$ cat src/rtl/xcvr_pkg.sv
package xcvr_pkg;

  localparam int XCVR_WIDTH_DEF = 20;
  localparam int XCVR_LANES     = 2;

  typedef enum logic [1:0] {
    MODE_PASS    = 2'd0,
    MODE_FREEZE  = 2'd1,
    MODE_CLOCKED = 2'd2
  } lane_mode_e;

  typedef struct packed {
    logic oe_n;
    logic pass;
    logic freeze;
    logic strobe;
  } lane_ctrl_t;

  // Pass-enable has priority; freeze only matters when not transparent.
  function automatic lane_mode_e decode_mode(input lane_ctrl_t c);
    if (c.pass)        return MODE_PASS;
    else if (c.freeze) return MODE_FREEZE;
    else               return MODE_CLOCKED;
  endfunction

endpackage

$ cat src/rtl/xcvr_edge_sense.sv
module xcvr_edge_sense (
  input  logic clk,
  input  logic strobe,
  output logic rise
);
  logic strobe_q;

  // the previous level is sampled on every clock, reset included,
  // so a strobe held high across reset release is not seen as an edge.
  always_ff @(posedge clk) begin
    strobe_q <= strobe;
  end

  assign rise = strobe & ~strobe_q;
endmodule

$ cat src/rtl/xcvr_lane_store.sv
module xcvr_lane_store
  import xcvr_pkg::*;
#(
  parameter int W = XCVR_WIDTH_DEF
) (
  input  logic         clk,
  input  logic         rst,
  input  lane_mode_e   mode,
  input  logic         rise,
  input  logic [W-1:0] din,
  output logic [W-1:0] q
);
  always_ff @(posedge clk) begin
    if (rst) begin
      q <= '0;
    end else begin
      unique case (mode)
        MODE_PASS:    q <= din;        // tracks, keeps last value
        MODE_CLOCKED: if (rise) q <= din;
        default:      q <= q;
      endcase
    end
  end
endmodule

$ cat src/rtl/xcvr_lane_drive.sv
module xcvr_lane_drive
  import xcvr_pkg::*;
#(
  parameter int W = XCVR_WIDTH_DEF
) (
  input  logic         clk,
  input  logic         rst,
  input  logic         oe_n,
  input  lane_mode_e   mode,
  input  logic [W-1:0] din,
  input  logic [W-1:0] stored,
  output logic [W-1:0] dout,
  output logic         drive
);
  logic         oe_q;
  logic [W-1:0] value;

  always_ff @(posedge clk) begin
    if (rst) oe_q <= 1'b0;
    else     oe_q <= ~oe_n;
  end

  assign value = (mode == MODE_PASS) ? din : stored;
  assign dout  = oe_q ? value : '0;
  assign drive = oe_q;
endmodule

$ cat src/rtl/xcvr_lane.sv
module xcvr_lane
  import xcvr_pkg::*;
#(
  parameter int W = XCVR_WIDTH_DEF
) (
  input  logic         clk,
  input  logic         rst,
  input  lane_ctrl_t   ctrl,
  input  logic [W-1:0] din,
  output logic [W-1:0] dout,
  output logic         drive
);
  lane_mode_e   mode;
  logic         rise;
  logic [W-1:0] stored;

  assign mode = decode_mode(ctrl);

  xcvr_edge_sense u_edge (
    .clk    (clk),
    .strobe (ctrl.strobe),
    .rise   (rise)
  );

  xcvr_lane_store #(.W(W)) u_store (
    .clk  (clk),
    .rst  (rst),
    .mode (mode),
    .rise (rise),
    .din  (din),
    .q    (stored)
  );

  xcvr_lane_drive #(.W(W)) u_drive (
    .clk    (clk),
    .rst    (rst),
    .oe_n   (ctrl.oe_n),
    .mode   (mode),
    .din    (din),
    .stored (stored),
    .dout   (dout),
    .drive  (drive)
  );
endmodule

$ cat src/rtl/bidir_latch_xcvr.sv
module bidir_latch_xcvr
  import xcvr_pkg::*;
#(
  parameter int W = XCVR_WIDTH_DEF
) (
  input  logic         clk,
  input  logic         rst,
  input  logic [W-1:0] a_in,
  input  logic [W-1:0] b_in,
  input  logic         ab_oe_n,
  input  logic         ab_pass,
  input  logic         ab_freeze,
  input  logic         ab_strobe,
  input  logic         ba_oe_n,
  input  logic         ba_pass,
  input  logic         ba_freeze,
  input  logic         ba_strobe,
  output logic [W-1:0] b_out,
  output logic         b_drive,
  output logic [W-1:0] a_out,
  output logic         a_drive
);
  localparam int LANES = XCVR_LANES;

  // Lane 0 carries A to B, lane 1 carries B to A (R7: no shared state).
  logic [W-1:0] src  [LANES];
  logic [W-1:0] dst  [LANES];
  logic         drv  [LANES];
  lane_ctrl_t   ctrl [LANES];

  assign src[0]  = a_in;
  assign src[1]  = b_in;
  assign ctrl[0] = '{oe_n: ab_oe_n, pass: ab_pass, freeze: ab_freeze, strobe: ab_strobe};
  assign ctrl[1] = '{oe_n: ba_oe_n, pass: ba_pass, freeze: ba_freeze, strobe: ba_strobe};

  for (genvar g = 0; g < LANES; g++) begin : g_lane
    xcvr_lane #(.W(W)) u_lane (
      .clk   (clk),
      .rst   (rst),
      .ctrl  (ctrl[g]),
      .din   (src[g]),
      .dout  (dst[g]),
      .drive (drv[g])
    );
  end

  assign b_out   = dst[0];
  assign b_drive = drv[0];
  assign a_out   = dst[1];
  assign a_drive = drv[1];
endmodule

$ cat config.mk
export PLATFORM = sky130hd
export DESIGN_NAME = bidir_latch_xcvr
export DESIGN_NICKNAME = d
export VERILOG_FILES = /design/src/rtl/xcvr_pkg.sv /design/src/rtl/xcvr_edge_sense.sv /design/src/rtl/xcvr_lane_store.sv /design/src/rtl/xcvr_lane_drive.sv /design/src/rtl/xcvr_lane.sv /design/src/rtl/bidir_latch_xcvr.sv
export SDC_FILE = /design/constraint.sdc
export NUM_CORES = 1
export LEC_CHECK = 0
export CAP_MARGIN = 20
export CELL_PAD_IN_SITES_DETAIL_PLACEMENT = 2
export CELL_PAD_IN_SITES_GLOBAL_PLACEMENT = 2
export CORE_MARGIN = 2
export CORE_UTILIZATION = 36
export CTS_BUF_LIST = sky130_fd_sc_hd__clkbuf_16
export DETAILED_ROUTE_END_ITERATION = 16
export DONT_BUFFER_PORTS = 1
export MAX_ROUTING_LAYER = met4
export PLACE_DENSITY_LB_ADDON = 0.1
export REMOVE_ABC_BUFFERS = 1
export SKIP_CTS_REPAIR_TIMING = 1
export SLEW_MARGIN = 25
export SYNTH_ARGS = -nofsm -noshare
export SYNTH_HDL_FRONTEND = slang
export SYNTH_HIERARCHICAL = 1
export SYNTH_SLANG_ARGS = --single-unit
$ cat constraint.sdc
create_clock -name clk -period 1.2 [get_ports clk]
set_input_delay 0.12 -clock clk [delete_from_list [all_inputs] [get_ports clk]]
set_output_delay 0.12 -clock clk [all_outputs]
set_load 0.01 [all_outputs]
# After elaboration in Yosys (flattened, before gate mapping)
# Index checks and enable logic that the tools add are counted.
# Widths: inputs -> output; s select.
[classes]
bitwise_logic = 6
n_reduce_logical = 6
muxes = 12
n_eq_ne = 4
[ops]
columns = ["operator", "count"]
rows = [
  ["$mux 20", 6],
  ["$pmux 20 s2", 2],
  ["$mux 2", 4],
  ["$eq 2x2->1 const B", 2],
  ["$logic_not 2->1", 2],
  ["$ne 2x1->1 const B", 2],
  ["$not 1->1", 4],
  ["$reduce_and 2->1", 2],
  ["$reduce_bool 2->1", 2],
  ["$and 1x1->1", 2],
]
[word_totals]
inputBits = 50
regBits = 44
word_cells = 34

# Longest topological paths before layout
[depth]
depth_word = 5
depth_mapped = 5

# Hierarchy
# The synthesis kept the hierarchy.
[by_module_without_submodules]
columns = ["mod", "instances", "area_per_inst_um2", "cells_each"]
rows = [
  ["xcvr_lane_store", 2, 915.9, 88],
  ["xcvr_lane_drive", 2, 410.4, 73],
  ["xcvr_edge_sense", 2, 33.8, 2],
  ["xcvr_lane", 2, 17.5, 2],
]

# Worst setup path after synthesis
# No wires, ideal clock.
[synth_path]
path_type = "reg-to-output"
from = "register g_lane[1].u_lane.u_drive.oe_q"
to = "output a_out[0]"
path_stages_with_launch = 4
n_path_buf = 1
t_arrival_ns = 0.952
required_time_ns = 1.080
setup_slack_ns = 0.128
path_cell_list = "dfxtp_1 > clkbuf_1 > nand2_1 > o21ai_1"
[synth_via]
elab_chain_cells = 1
[synth_rtl]
columns = ["element", "line_no", "source"]
rows = [
  ["start: declaration", "xcvr_lane_drive.sv:15", "logic oe_q;"],
  ["start signal: assignment", "xcvr_lane_drive.sv:20", "else oe_q <= ~oe_n;"],
  ["$mux 20", "xcvr_lane_drive.sv:24", "assign dout = oe_q ? value : '0;"],
  ["end: declaration", "bidir_latch_xcvr.sv:20", "output logic [W-1:0] a_out,"],
]
# No other way between the ends.

# Worst setup path in the final report
[layout_path]
from = "register g_lane[1].u_lane.u_drive.oe_q"
to = "output a_out[2]"
# The elaborated chain is that of the path after synthesis.

==> impl_metrics.yaml <==
job:
  cap_viol_max_count: 0
critical_path:
  cp_cell_sequence: "buf_6, nand2_1, o21ai_2"
  end_kind: "primary output"
  required_ns: 1.08
  crit_cells: 3
  slowest_stage: "dfxtp_4"
  critPathLaunchType: "register"
  critical_path_buf_inv_count: 1
  crit_path_max_fanout: 9
  reg2reg_depth: 5
  path_delay_family: "flip-flops"
  slowest_delay_ns: 0.41
  critPathArrivalTime_ns: 1.17
  r2r_setup_slack_ns: 0.02
  crit_type: "reg2out"
clock_tree:
  cts_buffer_depth: 2
  clk_pin_slew_worst_paths_ns: 0.06
  cts_made_buffers: 5
  tritoncts: "built"
  clk_latency_ns: 0.28
  cts_sinks: 44
  cts_root_buf: "clkbuf_16"
  h-tree-depth: 2
layout:
  layout_commonest_cell: "nand2b_1"
  final_util: 0.477
  drive_gt1_frac: 0.269
  layout_common_cells: "nand2b_1 (80), dfxtp_1 (41), o211ai_1 (40)"
  final-seq-area_um2: 890
  syn2layout_area_growth_pct: 27.0
  layout.nets: 391
  fillers: 769
  antenna_cells: 0
  multi_input_area_um2: 1870
detailed_routing:
  postRouteAntennaNets: 0
  drcViolationCount: 0
  wl_per_cell_um: 20.4
  dr.first_iter.drc_count: 63
  via_per_inst: 5.51
  drt-total-wl_mm: 9.02
  drt_pre_antenna_iters: 4
  route.vias.total: 2429
logic_synthesis:
  ys_ff_latch: 44
  synth.distinct_cells: 15
  synth.avg_cell_area_um2: 8.35
  yosysSeqAreaShare: 0.320
  synthCells: 330
  netlist_area_um2: 2760
  synth-warning-count: 6
power:
  p_leak_uw: 0.00137
  vdd_ir_drop_max_v: 0.000534
  powerDensity_nw_per_um2: 1070
timing:
  maxSlewViolCount: 0
  clock.fmax_mhz: 774
  fin_crit_sh: 1.08
  hold_slack_ns: -0.0100
  setup_tns_ns: -1.03
  rsz0062_at_grt: "yes"
  setup_ws_ns: -0.0922
  hold_violations: 11
  setup_viol: 39
  clock_skew_ns: 0.00498
  max_slew_margin: 0.816
  fin_crit_ns: 1.29
  worst_pin_slew_ns: 0.275
floorplanning:
  start_util: 0.376
  fp.dieArea_um2: 8370
  io_pins: 92
  rows: 31
  die_w_um: 91.5
  core_um2: 7330
  die_y_um: 91.5
placement:
  gp_congestion: 0.735
  hpwl_mm: 5.02
  io_buffers: 0
global_route:
  grt_usage: 0.185
  grt-ovfl-total: 0
  grt_pass1_wl_mm: 12.3
  grt_pass1_vias: 2447
  grt_max_degree: 83
  antenna_found_initial: 0
run_status:
  violations: "hold timing, setup timing"
  status: "finished, violations left"
min_path:
  hold_class: "in2reg"
  min_path_cells: 2
## power breakdown
group          leakage (µW)  internal [µW]  switching (µW)
logic              0.000928            374             412
clock network     0.0000738            750             559
registers          0.000366           1570            74.7
## layout make-up
cell class | count | share of cell area
repair buffers | 36 | 0.136
well taps | 99 | 0.0354
inverters | 2 | 0.00215
multi-input cells | 252 | 0.533
flip-flops and latches | 44 | 0.254
clock inverters | 3 | 0.00322
clock buffers | 5 | 0.0358
## cells by family after synthesis
group,synth area share
AO/OA/AOI/OAI,0.193
AND/OR/NAND/NOR,0.266
buffers and inverters,0.0754
multiplexers,0.145
flip-flops,0.320
## Yosys cell counts
library cell | instances | area [µm²]
nand2b_1 | 80 | 500
dfxtp_1 | 44 | 881
mux2i_1 | 40 | 400
nand2_1 | 40 | 150
o211ai_1 | 40 | 300
o21ai_1 | 40 | 200
clkbuf_1 | 20 | 75.1
buf_2 | 4 | 20.0
buf_6 | 4 | 45.0
buf_8 | 4 | 60.1
nor2_1 | 4 | 15.0
nor2b_4 | 4 | 55.1
a21oi_4 | 2 | 32.5
inv_1 | 2 | 7.51
or2_1 | 2 | 12.5
## metal layers
| layer | track usage | wire [µm] |
|---|---|---|
| met2 | 0.309 | 4510 |
| met5 | - | 0 |
| met3 | 0.0324 | 329 |
| met4 | 0.0417 | 127 |
| met1 | 0.234 | 4050 |
## state kept, by name, indices dropped and copies added, names as in the netlist
signal                         count
g_lane.u_lane/u_store/q           40
g_lane.u_lane/u_edge/strobe_q      2
g_lane.u_lane/u_drive/drive        2
## path summary, 6_finish.rpt
path                                                       start                             end
worst max-delay path              g_lane[1].u_lane/u_drive/drive                        a_out[2]
worst min-delay path                                    b_in[14]  g_lane[1].u_lane/u_store/q[14]
worst max register to register  g_lane[1].u_lane/u_edge/strobe_q   g_lane[1].u_lane/u_store/q[7]
worst min register to register     g_lane[0].u_lane/u_store/q[8]   g_lane[0].u_lane/u_store/q[8]
## through the flow
stage | std cells | worst slack, ns | area [µm²] | total power (µW)
finish | 441 | -0.0922 | 3500 | 3740
detailed placement | 413 | 0.00924 | 2860 | 2280
global route | 441 | -0.154 | 3500 | 3920
CTS | 421 | -0.180 | 3000 | 3580
floorplan | 298 | -0.498 | 2550 | 2070
global placement | 413 | 0.109 | 2860 | 2250
(Power assumes the default switching activity.)
